<file path="src/rtl/sync_ser_tx_pkg.sv">
package sync_ser_tx_pkg;
  typedef enum logic [1:0] {
    PRE_FAST = 2'd0,
    PRE_MID  = 2'd1,
    PRE_SLOW = 2'd2
  } presc_e;

  localparam logic [1:0] PIN_ALT = 2'b11;
endpackage

</file>
<file path="src/rtl/sync_ser_tx_clkgen.sv">
module sync_ser_tx_clkgen
  import sync_ser_tx_pkg::*;
#(
  parameter int DIV_MID = 8,
  parameter int DIV_HI  = 32
) (
  input  logic       clk_i,
  input  logic       rst_ni,
  input  logic [1:0] presc_i,
  input  logic       ext_sel_i,
  input  logic       ext_clk_i,
  input  logic       idle_lvl_i,
  input  logic       run_i,
  input  logic       busy_i,
  output logic       lead_o,
  output logic       trail_o,
  output logic       ph_o
);
  localparam int CW = $clog2(DIV_HI) + 1;

  logic [CW-1:0] cnt_q, lim;
  logic          ph_q, tick;
  logic [2:0]    ext_sync_q;

  always_comb begin
    case (presc_e'(presc_i))
      PRE_FAST: lim = '0;
      PRE_MID:  lim = CW'(DIV_MID - 1);
      default:  lim = CW'(DIV_HI - 1);
    endcase
  end

  assign tick = run_i && !ext_sel_i && (cnt_q == lim);

  always_ff @(posedge clk_i or negedge rst_ni) begin
    if (!rst_ni) begin
      cnt_q <= '0;
      ph_q  <= 1'b0;
    end else begin
      if (!run_i || ext_sel_i || tick) cnt_q <= '0;
      else                             cnt_q <= cnt_q + 1'b1;
      if (ext_sel_i) ph_q <= 1'b0;
      else if (tick) ph_q <= ~ph_q;
    end
  end

  // two-flop sync plus history for edge detection
  always_ff @(posedge clk_i or negedge rst_ni) begin
    if (!rst_ni) ext_sync_q <= 3'b111;
    else         ext_sync_q <= {ext_sync_q[1:0], ext_clk_i};
  end

  logic ext_lead, ext_trail;
  assign ext_lead  = (ext_sync_q[2] == idle_lvl_i) && (ext_sync_q[1] != idle_lvl_i);
  assign ext_trail = (ext_sync_q[2] != idle_lvl_i) && (ext_sync_q[1] == idle_lvl_i);

  assign lead_o  = ext_sel_i ? (ext_lead && run_i)   : (tick && !ph_q);
  assign trail_o = ext_sel_i ? (ext_trail && busy_i) : (tick && ph_q);
  assign ph_o    = ph_q;
endmodule

</file>
<file path="src/rtl/sync_ser_tx_shifter.sv">
module sync_ser_tx_shifter #(
  parameter int W = 8
) (
  input  logic         clk_i,
  input  logic         rst_ni,
  input  logic         wr_i,
  input  logic [W-1:0] wdata_i,
  input  logic         lead_i,
  input  logic         trail_i,
  input  logic         msb_first_i,
  output logic         dout_o,
  output logic         busy_o,
  output logic         full_o,
  output logic         load_o,
  output logic         done_o
);
  localparam int BW = $clog2(W);
  localparam logic [BW-1:0] LAST = BW'(W - 1);

  logic [W-1:0]  buf_q, sh_q;
  logic [BW-1:0] bcnt_q;
  logic          full_q, busy_q, dout_q;

  assign load_o = lead_i && !busy_q;
  assign done_o = trail_i && busy_q && (bcnt_q == LAST);

  always_ff @(posedge clk_i or negedge rst_ni) begin
    if (!rst_ni) begin
      buf_q  <= '0;
      sh_q   <= '0;
      bcnt_q <= '0;
      full_q <= 1'b0;
      busy_q <= 1'b0;
      dout_q <= 1'b1;
    end else begin
      if (load_o) begin
        busy_q <= 1'b1;
        dout_q <= msb_first_i ? buf_q[W-1] : buf_q[0];
        sh_q   <= msb_first_i ? {buf_q[W-2:0], 1'b0} : {1'b0, buf_q[W-1:1]};
      end else if (lead_i && busy_q) begin
        dout_q <= msb_first_i ? sh_q[W-1] : sh_q[0];
        sh_q   <= msb_first_i ? {sh_q[W-2:0], 1'b0} : {1'b0, sh_q[W-1:1]};
      end
      if (trail_i && busy_q) begin
        if (bcnt_q == LAST) begin
          bcnt_q <= '0;
          busy_q <= 1'b0;
          dout_q <= 1'b1;
        end else begin
          bcnt_q <= bcnt_q + 1'b1;
        end
      end
      // a write in the load cycle refills the buffer
      if (wr_i) begin
        buf_q  <= wdata_i;
        full_q <= 1'b1;
      end else if (load_o) begin
        full_q <= 1'b0;
      end
    end
  end

  assign dout_o = dout_q;
  assign busy_o = busy_q;
  assign full_o = full_q;
endmodule

</file>
<file path="src/rtl/sync_ser_tx.sv">
module sync_ser_tx
  import sync_ser_tx_pkg::*;
#(
  parameter int W       = 8,
  parameter int DIV_MID = 8,
  parameter int DIV_HI  = 32
) (
  input  logic         clk_i,
  input  logic         rst_ni,
  input  logic         wr_i,
  input  logic [W-1:0] wdata_i,
  input  logic         tx_en_i,
  input  logic [1:0]   presc_i,
  input  logic         ext_sel_i,
  input  logic         ext_clk_i,
  input  logic         pol_rise_i,
  input  logic         msb_first_i,
  input  logic         inv_data_i,
  input  logic         irq_on_done_i,
  input  logic         cts_en_i,
  input  logic         cts_ni,
  input  logic [1:0]   pin_sel_i,
  output logic         txd_o,
  output logic         sclk_o,
  output logic         sclk_alt_o,
  output logic         buf_empty_o,
  output logic         shift_empty_o,
  output logic         irq_o
);
  logic idle_lvl, lead, trail, ph, busy, full, load, done, dout;
  logic start_ok, run, alt_act, cts_eff, sclk_int, irq_q;
  logic [1:0] pin_q;

  assign idle_lvl = ~pol_rise_i;
  assign alt_act  = (pin_q == PIN_ALT) && !ext_sel_i;
  assign cts_eff  = cts_en_i && !alt_act;
  assign start_ok = tx_en_i && (!cts_eff || !cts_ni);
  assign run      = busy || (start_ok && full);

  sync_ser_tx_clkgen #(.DIV_MID(DIV_MID), .DIV_HI(DIV_HI)) u_clkgen (
    .clk_i      (clk_i),
    .rst_ni     (rst_ni),
    .presc_i    (presc_i),
    .ext_sel_i  (ext_sel_i),
    .ext_clk_i  (ext_clk_i),
    .idle_lvl_i (idle_lvl),
    .run_i      (run),
    .busy_i     (busy),
    .lead_o     (lead),
    .trail_o    (trail),
    .ph_o       (ph)
  );

  sync_ser_tx_shifter #(.W(W)) u_shifter (
    .clk_i       (clk_i),
    .rst_ni      (rst_ni),
    .wr_i        (wr_i),
    .wdata_i     (wdata_i),
    .lead_i      (lead),
    .trail_i     (trail),
    .msb_first_i (msb_first_i),
    .dout_o      (dout),
    .busy_o      (busy),
    .full_o      (full),
    .load_o      (load),
    .done_o      (done)
  );

  // steering follows pin_sel_i only between bytes
  always_ff @(posedge clk_i or negedge rst_ni) begin
    if (!rst_ni) begin
      pin_q <= '0;
      irq_q <= 1'b0;
    end else begin
      if (!busy) pin_q <= pin_sel_i;
      irq_q <= irq_on_done_i ? done : load;
    end
  end

  assign sclk_int      = ph ? ~idle_lvl : idle_lvl;
  assign sclk_o        = (!ext_sel_i && !alt_act) ? sclk_int : idle_lvl;
  assign sclk_alt_o    = alt_act ? sclk_int : idle_lvl;
  assign txd_o         = dout ^ inv_data_i;
  assign buf_empty_o   = ~full;
  assign shift_empty_o = ~busy;
  assign irq_o         = irq_q;
endmodule

</file>
<file path="config.mk">
export PLATFORM = sky130hd
export DESIGN_NAME = sync_ser_tx
export DESIGN_NICKNAME = d
export VERILOG_FILES = /design/src/rtl/sync_ser_tx_pkg.sv /design/src/rtl/sync_ser_tx_clkgen.sv /design/src/rtl/sync_ser_tx_shifter.sv /design/src/rtl/sync_ser_tx.sv
export SDC_FILE = /design/constraint.sdc
export NUM_CORES = 1
export LEC_CHECK = 0
export BUFFER_PORTS_ARGS = -buffer_cell sky130_fd_sc_hd__buf_2
export CAP_MARGIN = 20
export CORE_MARGIN = 2
export CORE_UTILIZATION = 59
export CTS_CLUSTER_SIZE = 25
export DETAILED_ROUTE_END_ITERATION = 12
export PLACE_DENSITY = 0.83
export SYNTH_ARGS = -nofsm -noshare
export SYNTH_HDL_FRONTEND = slang
export SYNTH_SLANG_ARGS = --single-unit
</file>
<file path="constraint.sdc">
create_clock -name clk_i -period 3.42 [get_ports clk_i]
set_input_delay 1.026 -clock clk_i [delete_from_list [all_inputs] [get_ports clk_i]]
set_output_delay 1.026 -clock clk_i [all_outputs]
set_load 0.03 [all_outputs]
</file>
# Word-level counts from Yosys, hierarchy flattened
# Index checks and enable logic that the tools add are counted.
# Widths: inputs -> output; s select.
[op_classes] addsub=2 eq_ne=8 n_mux=26 bitwise=5 n_reduce_logical=32
[ops] operator="$mux 8" n=4
[ops] operator="$mux 1" n=19
[ops] operator="$logic_and 1x1->1" n=17
[ops] operator="$pmux 5 s2" n=1
[ops] operator="$logic_not 1->1" n=7
[ops] operator="$add 6x1->6 const B" n=1
[ops] operator="$eq 6x5->1" n=1
[ops] operator="$mux 6" n=1
[ops] operator="$reduce_bool 2->1" n=3
[ops] operator="$logic_or 1x1->1" n=4
[ops] operator="$not 1->1" n=4
[ops] operator="$add 3x1->3 const B" n=1
[ops] operator="$eq 3x3->1 const B" n=1
[ops] operator="$mux 3" n=1
[ops] operator="$eq 1x1->1" n=2
[ops] operator="$eq 2x1->1 const B" n=1
[ops] operator="$eq 2x2->1 const B" n=1
[ops] operator="$logic_not 2->1" n=1
[ops] operator="$ne 1x1->1" n=2
[ops] operator="$xor 1x1->1" n=1
[word_totals] register_bits=35 inputBits=24 out_inout_bits=6 elab_cells=84

# Longest topological paths before layout
[depth] depth_word=18 mapped_depth=7 ltp_nobuf=5

# Hierarchy
# From an unflattened synthesis, not the netlist that was laid out.
[unflattened] cells_unflattened=141 hier_area_um2=1681.6
[by_module_without_submodules] module="sync_ser_tx_shifter" n_inst=1 cells_per_inst=75 area_each_um2=991.0 seq_area_each_um2=551.8
[by_module_without_submodules] module="sync_ser_tx_clkgen" n_inst=1 cells_per_inst=48 area_each_um2=501.7 seq_area_each_um2=254.0
[by_module_without_submodules] module="sync_ser_tx" n_inst=1 cells_per_inst=18 area_each_um2=188.9 seq_area_each_um2=75.1

# Worst setup path after synthesis
# OpenSTA, ideal clock, no wires.
[synth_timing] kind="input -> output" startpoint="in ext_sel_i" endpoint="out sclk_o" t_arrival_ns=1.746 slack_ns=0.648 cell_stages=3 path_buffers=0 path_cell_list="nand2b_1 > a21oi_1 > xnor2_1"
[synth_between] elab_chain_cells=5
[synth_rtl] element="start, declared" line_no="sync_ser_tx.sv:14" rtl="input logic ext_sel_i,"
[synth_rtl] element="$logic_not 1->1 *" line_no="sync_ser_tx.sv:35, sync_ser_tx.sv:81"
[synth_rtl] element="$logic_and 1x1->1" line_no="sync_ser_tx.sv:35" rtl="assign alt_act = (pin_q == PIN_ALT) && !ext_sel_i;"
[synth_rtl] element="$logic_not 1->1" line_no="sync_ser_tx.sv:81" rtl="assign sclk_o = (!ext_sel_i && !alt_act) ? sclk_int : idle_lvl;"
[synth_rtl] element="$logic_and 1x1->1 *" line_no="sync_ser_tx.sv:81"
[synth_rtl] element="$mux 1 *" line_no="sync_ser_tx.sv:81"
[synth_rtl] element="end, declared" line_no="sync_ser_tx.sv:24" rtl="output logic sclk_o,"
# Mark *: on every way between the ends. The rest lies on a longest branch, timed or not.

# Worst setup path after layout
# Ends and elaborated chain as after synthesis.

==> run_results.csv <==
group,metric,value,unit
drt,drt-initial-drc-count,74,
min_path,min_to,"u_clkgen.ext_sync_q[1]$_DFF_PN1_",
critical_path,start_kind,"input port",
critical_path,critPathSlowestCell,"buf_2",
critical_path,ff2ff_setup_slack,1250,ps
logic_synthesis,synth_top_family_by_area,"multiplexers",
critical_path,end_kind,"output pin",
final_layout,drive_gt1_share,41.3,%
logic_synthesis,yosys_most_used_dff,"dfrtp_1",
placement,port_buffers,29,
logic_synthesis,synth_top_area_share,42.8,%
logic_synthesis,syn_nets,166,
clocking,hold_buffers,0,
timing,max_freq,341,MHz
floorplan,ios,30,
final_layout,syn_to_final_growth,11.3,%
critical_path,reg2regPathDepth,6,
timing,slew_headroom,50.4,%
timing,fin_ws,484,ps
logic_synthesis,ys_seq_area_share,48.7,%
global_route,grt_start_max_net_pins,36,
timing,worst_slew_pin_slew,744,ps
logic_synthesis,yosys.area.top_type,"dfrtp_1",
clocking,path_clk_slew,90,ps
timing,hold_violations,0,
logic_synthesis,synthSimpleGateAreaFrac,11.5,%
logic_synthesis,synth_cells,139,
clocking,cts_tree,"done",
placement,hpwl,2550,um
clocking,numCtsBuffers,5,
final_layout,fin_cells,205,
timing,clock_skew,12.9,ps
logic_synthesis,synth-compound-area-share,6.43,%
floorplan,start_util,60.8,%
critical_path,critical_path_required,2390,ps
drt,first_pass_iters,4,
logic_synthesis,synth_adder_area_share,2.07,%
clocking,postCtsSetupBuffers,0,
logic_synthesis,synth-xor-area-share,3.39,%
timing,period_minus_slack,2940,ps
power_and_ir_drop,p_leak,0.984,nW
clocking,post_cts_resized,0,
global_route,grt_pass1_wl,5520,um
placement,place_inst,197,
global_route,antenna_found_initial,0,
logic_synthesis,syn_area,0.00181,sq mm
timing,drv_slew,0,
timing,rsz0062_at_grt,"false",
critical_path,r2r-end,"u_shifter.sh_q[0]$_DFFE_PN0P_",
logic_synthesis,ys_ff_latch,35,
power_and_ir_drop,p_per_area,595,mW/mm^2
clocking,clockBufferDepth,2,
min_path,whs_path_depth,0,
logic_synthesis,yosys-top-cells-area,"dfrtp_1 43%, mux2_2 8.7%, mux4_2 6.2%",
drt,drc,0,
global_route,grt-ovfl-total,0,
critical_path,crit_fanout,6,
min_path,min_from,"u_clkgen.ext_sync_q[0]$_DFF_PN1_",
placement,gp_congestion,0.784,
critical_path,r2r-start,"u_shifter.busy_o$_DFF_PN0_",
critical_path,slowest_delay,220,ps
timing,finalCritPeriodShare,85.9,%
final_layout,nets,198,
logic_synthesis,synth_area_per_cell,13.0,sq um
logic_synthesis,async_flop_share,100,%
drt,vias,1232,
timing,whs,362,ps
drt,vias_per_cell,6.01,
clocking,root_buffer,"clkbuf_4",
logic_synthesis,yosysMostFrequentCell,"dfrtp_1",
flow_run,cap_viol_max_count,0,
logic_synthesis,synth_mux_area_share,24.7,%
critical_path,crit_arrival,1910,ps
critical_path,critPathKind,"in2out",
floorplan,dieArea,0.00353,sq mm
placement,dp_slack,502,ps
power_and_ir_drop,ir_drop,0.000284,V
global_route,grt_use_total,21.5,%
final_layout,antenna_cells,0,
logic_synthesis,synth_edf_count,0,
logic_synthesis,synth_cell_types,42,
floorplan,coreArea,0.00298,sq mm
timing,setup_tns,0,ps
drt,wl_per_cell,16.3,um
clocking,clock-sinks,35,
global_route,grt_pass1_vias,1233,
logic_synthesis,ys_warn_count,0,
drt,routed_wl,3350,um
min_path,hold_path_class,"reg2reg",
floorplan,die_h,59.4,um
critical_path,cp_common_cell,"buf_2",
floorplan,die_w,59.4,um
drt,ant_nets,0,
clocking,cts.htree.levels,2,
logic_synthesis,synthTopCellsByCount,"31 x dfrtp_1, 14 x mux2_2, 13 x nor2_1",
floorplan,num_rows,20,
timing,setup_violations,0,
clocking,clkLatencyLatePin,350,ps
critical_path,path_cells,"buf_2, nand2b_1, a21oi_1, xnor2_1, buf_2",
outcome,status,"complete, no violations",
-- registers in the layout (all words and copies together), names as in the netlist --
signal,count
u_shifter.buf_q,8
u_shifter.sh_q,8
u_clkgen.cnt_q,6
u_clkgen.ext_sync_q,3
u_shifter.bcnt_q,3
pin_q,2
irq_o,1
u_clkgen.ph_o,1
u_shifter.busy_o,1
u_shifter.dout_o,1
u_shifter.full_o,1
-- metrics by stage --
| step | power, W | instance area (sq um) | util (%) |
|---|---|---|---|
| 3_3_place_gp | 0.000959 | 1960 | 65.9 |
| 4_1_cts | 0.00121 | 2010 | 67.6 |
| 5_1_grt | 0.00127 | 2010 | 67.6 |
| 2_1_floorplan | 0.000893 | 1810 | - |
| 6_report | 0.00120 | 2010 | 67.6 |
| 3_5_place_dp | 0.000995 | 1960 | 65.9 |
-- layout make-up --
class                      instances  area, sq um
clock buffer                       5         37.5
tap                               33         41.3
multi-input combinational         95          872
timing repair buffer              30          153
clock inverter                     3         15.0
inverter                           4         15.0
fill                             230          963
sequential                        35          881
-- worst max-delay path: cells and delay by family --
family | cells | cell delay, ps
XOR/XNOR | 1 | 150
AO/OA/AOI/OAI | 1 | 180
buffers and inverters | 2 | 350
AND/OR/NAND/NOR | 1 | 190
-- cell families (layout without fill, tap and decap cells) --
kind of cell,count (synthesis),count (layout)
and+or+nand+nor,39,39
DFF,35,35
muxes,30,30
AOI/OAI and AO/OA,16,16
buffers and inverters,9,42
xor gates and xnor gates,7,7
adders and majority gates,3,3
-- layer usage --
layer | up-vias | routed length (um) | global-route usage, %
li1 | 570 | - | -
met3 | 12 | 190 | 6.11
met1 | 613 | 1400 | 27.3
met4 | 0 | 51 | 6.17
met5 | - | 0 | 0
met2 | 37 | 1700 | 35.9
-- placed cells by master, fill, tap and decap left out, types with 2 or more instances in the layout --
master,count
mux2i_1,2
xnor2_1,3
o21ai_0,2
mux2_2,14
mux4_2,5
a21oi_1,3
inv_1,4
nand3_1,4
xor2_1,4
clkbuf_4,5
ha_1,3
mux2_4,7
nand2b_1,4
clkinv_2,3
nor2_1,13
mux4_1,2
nand2_1,5
dfrtp_1,31
buf_2,29
and3b_1,2
nor2b_1,3
dfstp_2,4
-- worst max path at each step --
stage          depth (start not counted)  slack, ps       from     end
2_1_floorplan                          3        650  ext_sel_i  sclk_o
3_3_place_gp                           5        570  ext_sel_i  sclk_o
3_5_place_dp                           5        500  ext_sel_i  sclk_o
4_1_cts                                5        500  ext_sel_i  sclk_o
5_1_grt                                5        430  ext_sel_i  sclk_o
6_report                               5        480  ext_sel_i  sclk_o
-- where the power goes --
part	switching [W]	leakage [nW]	internal, W
combinational	0.000167	0.518	0.000223
clock	0.000137	0.0347	0.0000764
sequential	0.0000824	0.431	0.000513
total	0.000387	0.984	0.000812
Power figures use the tool's default switching activity.
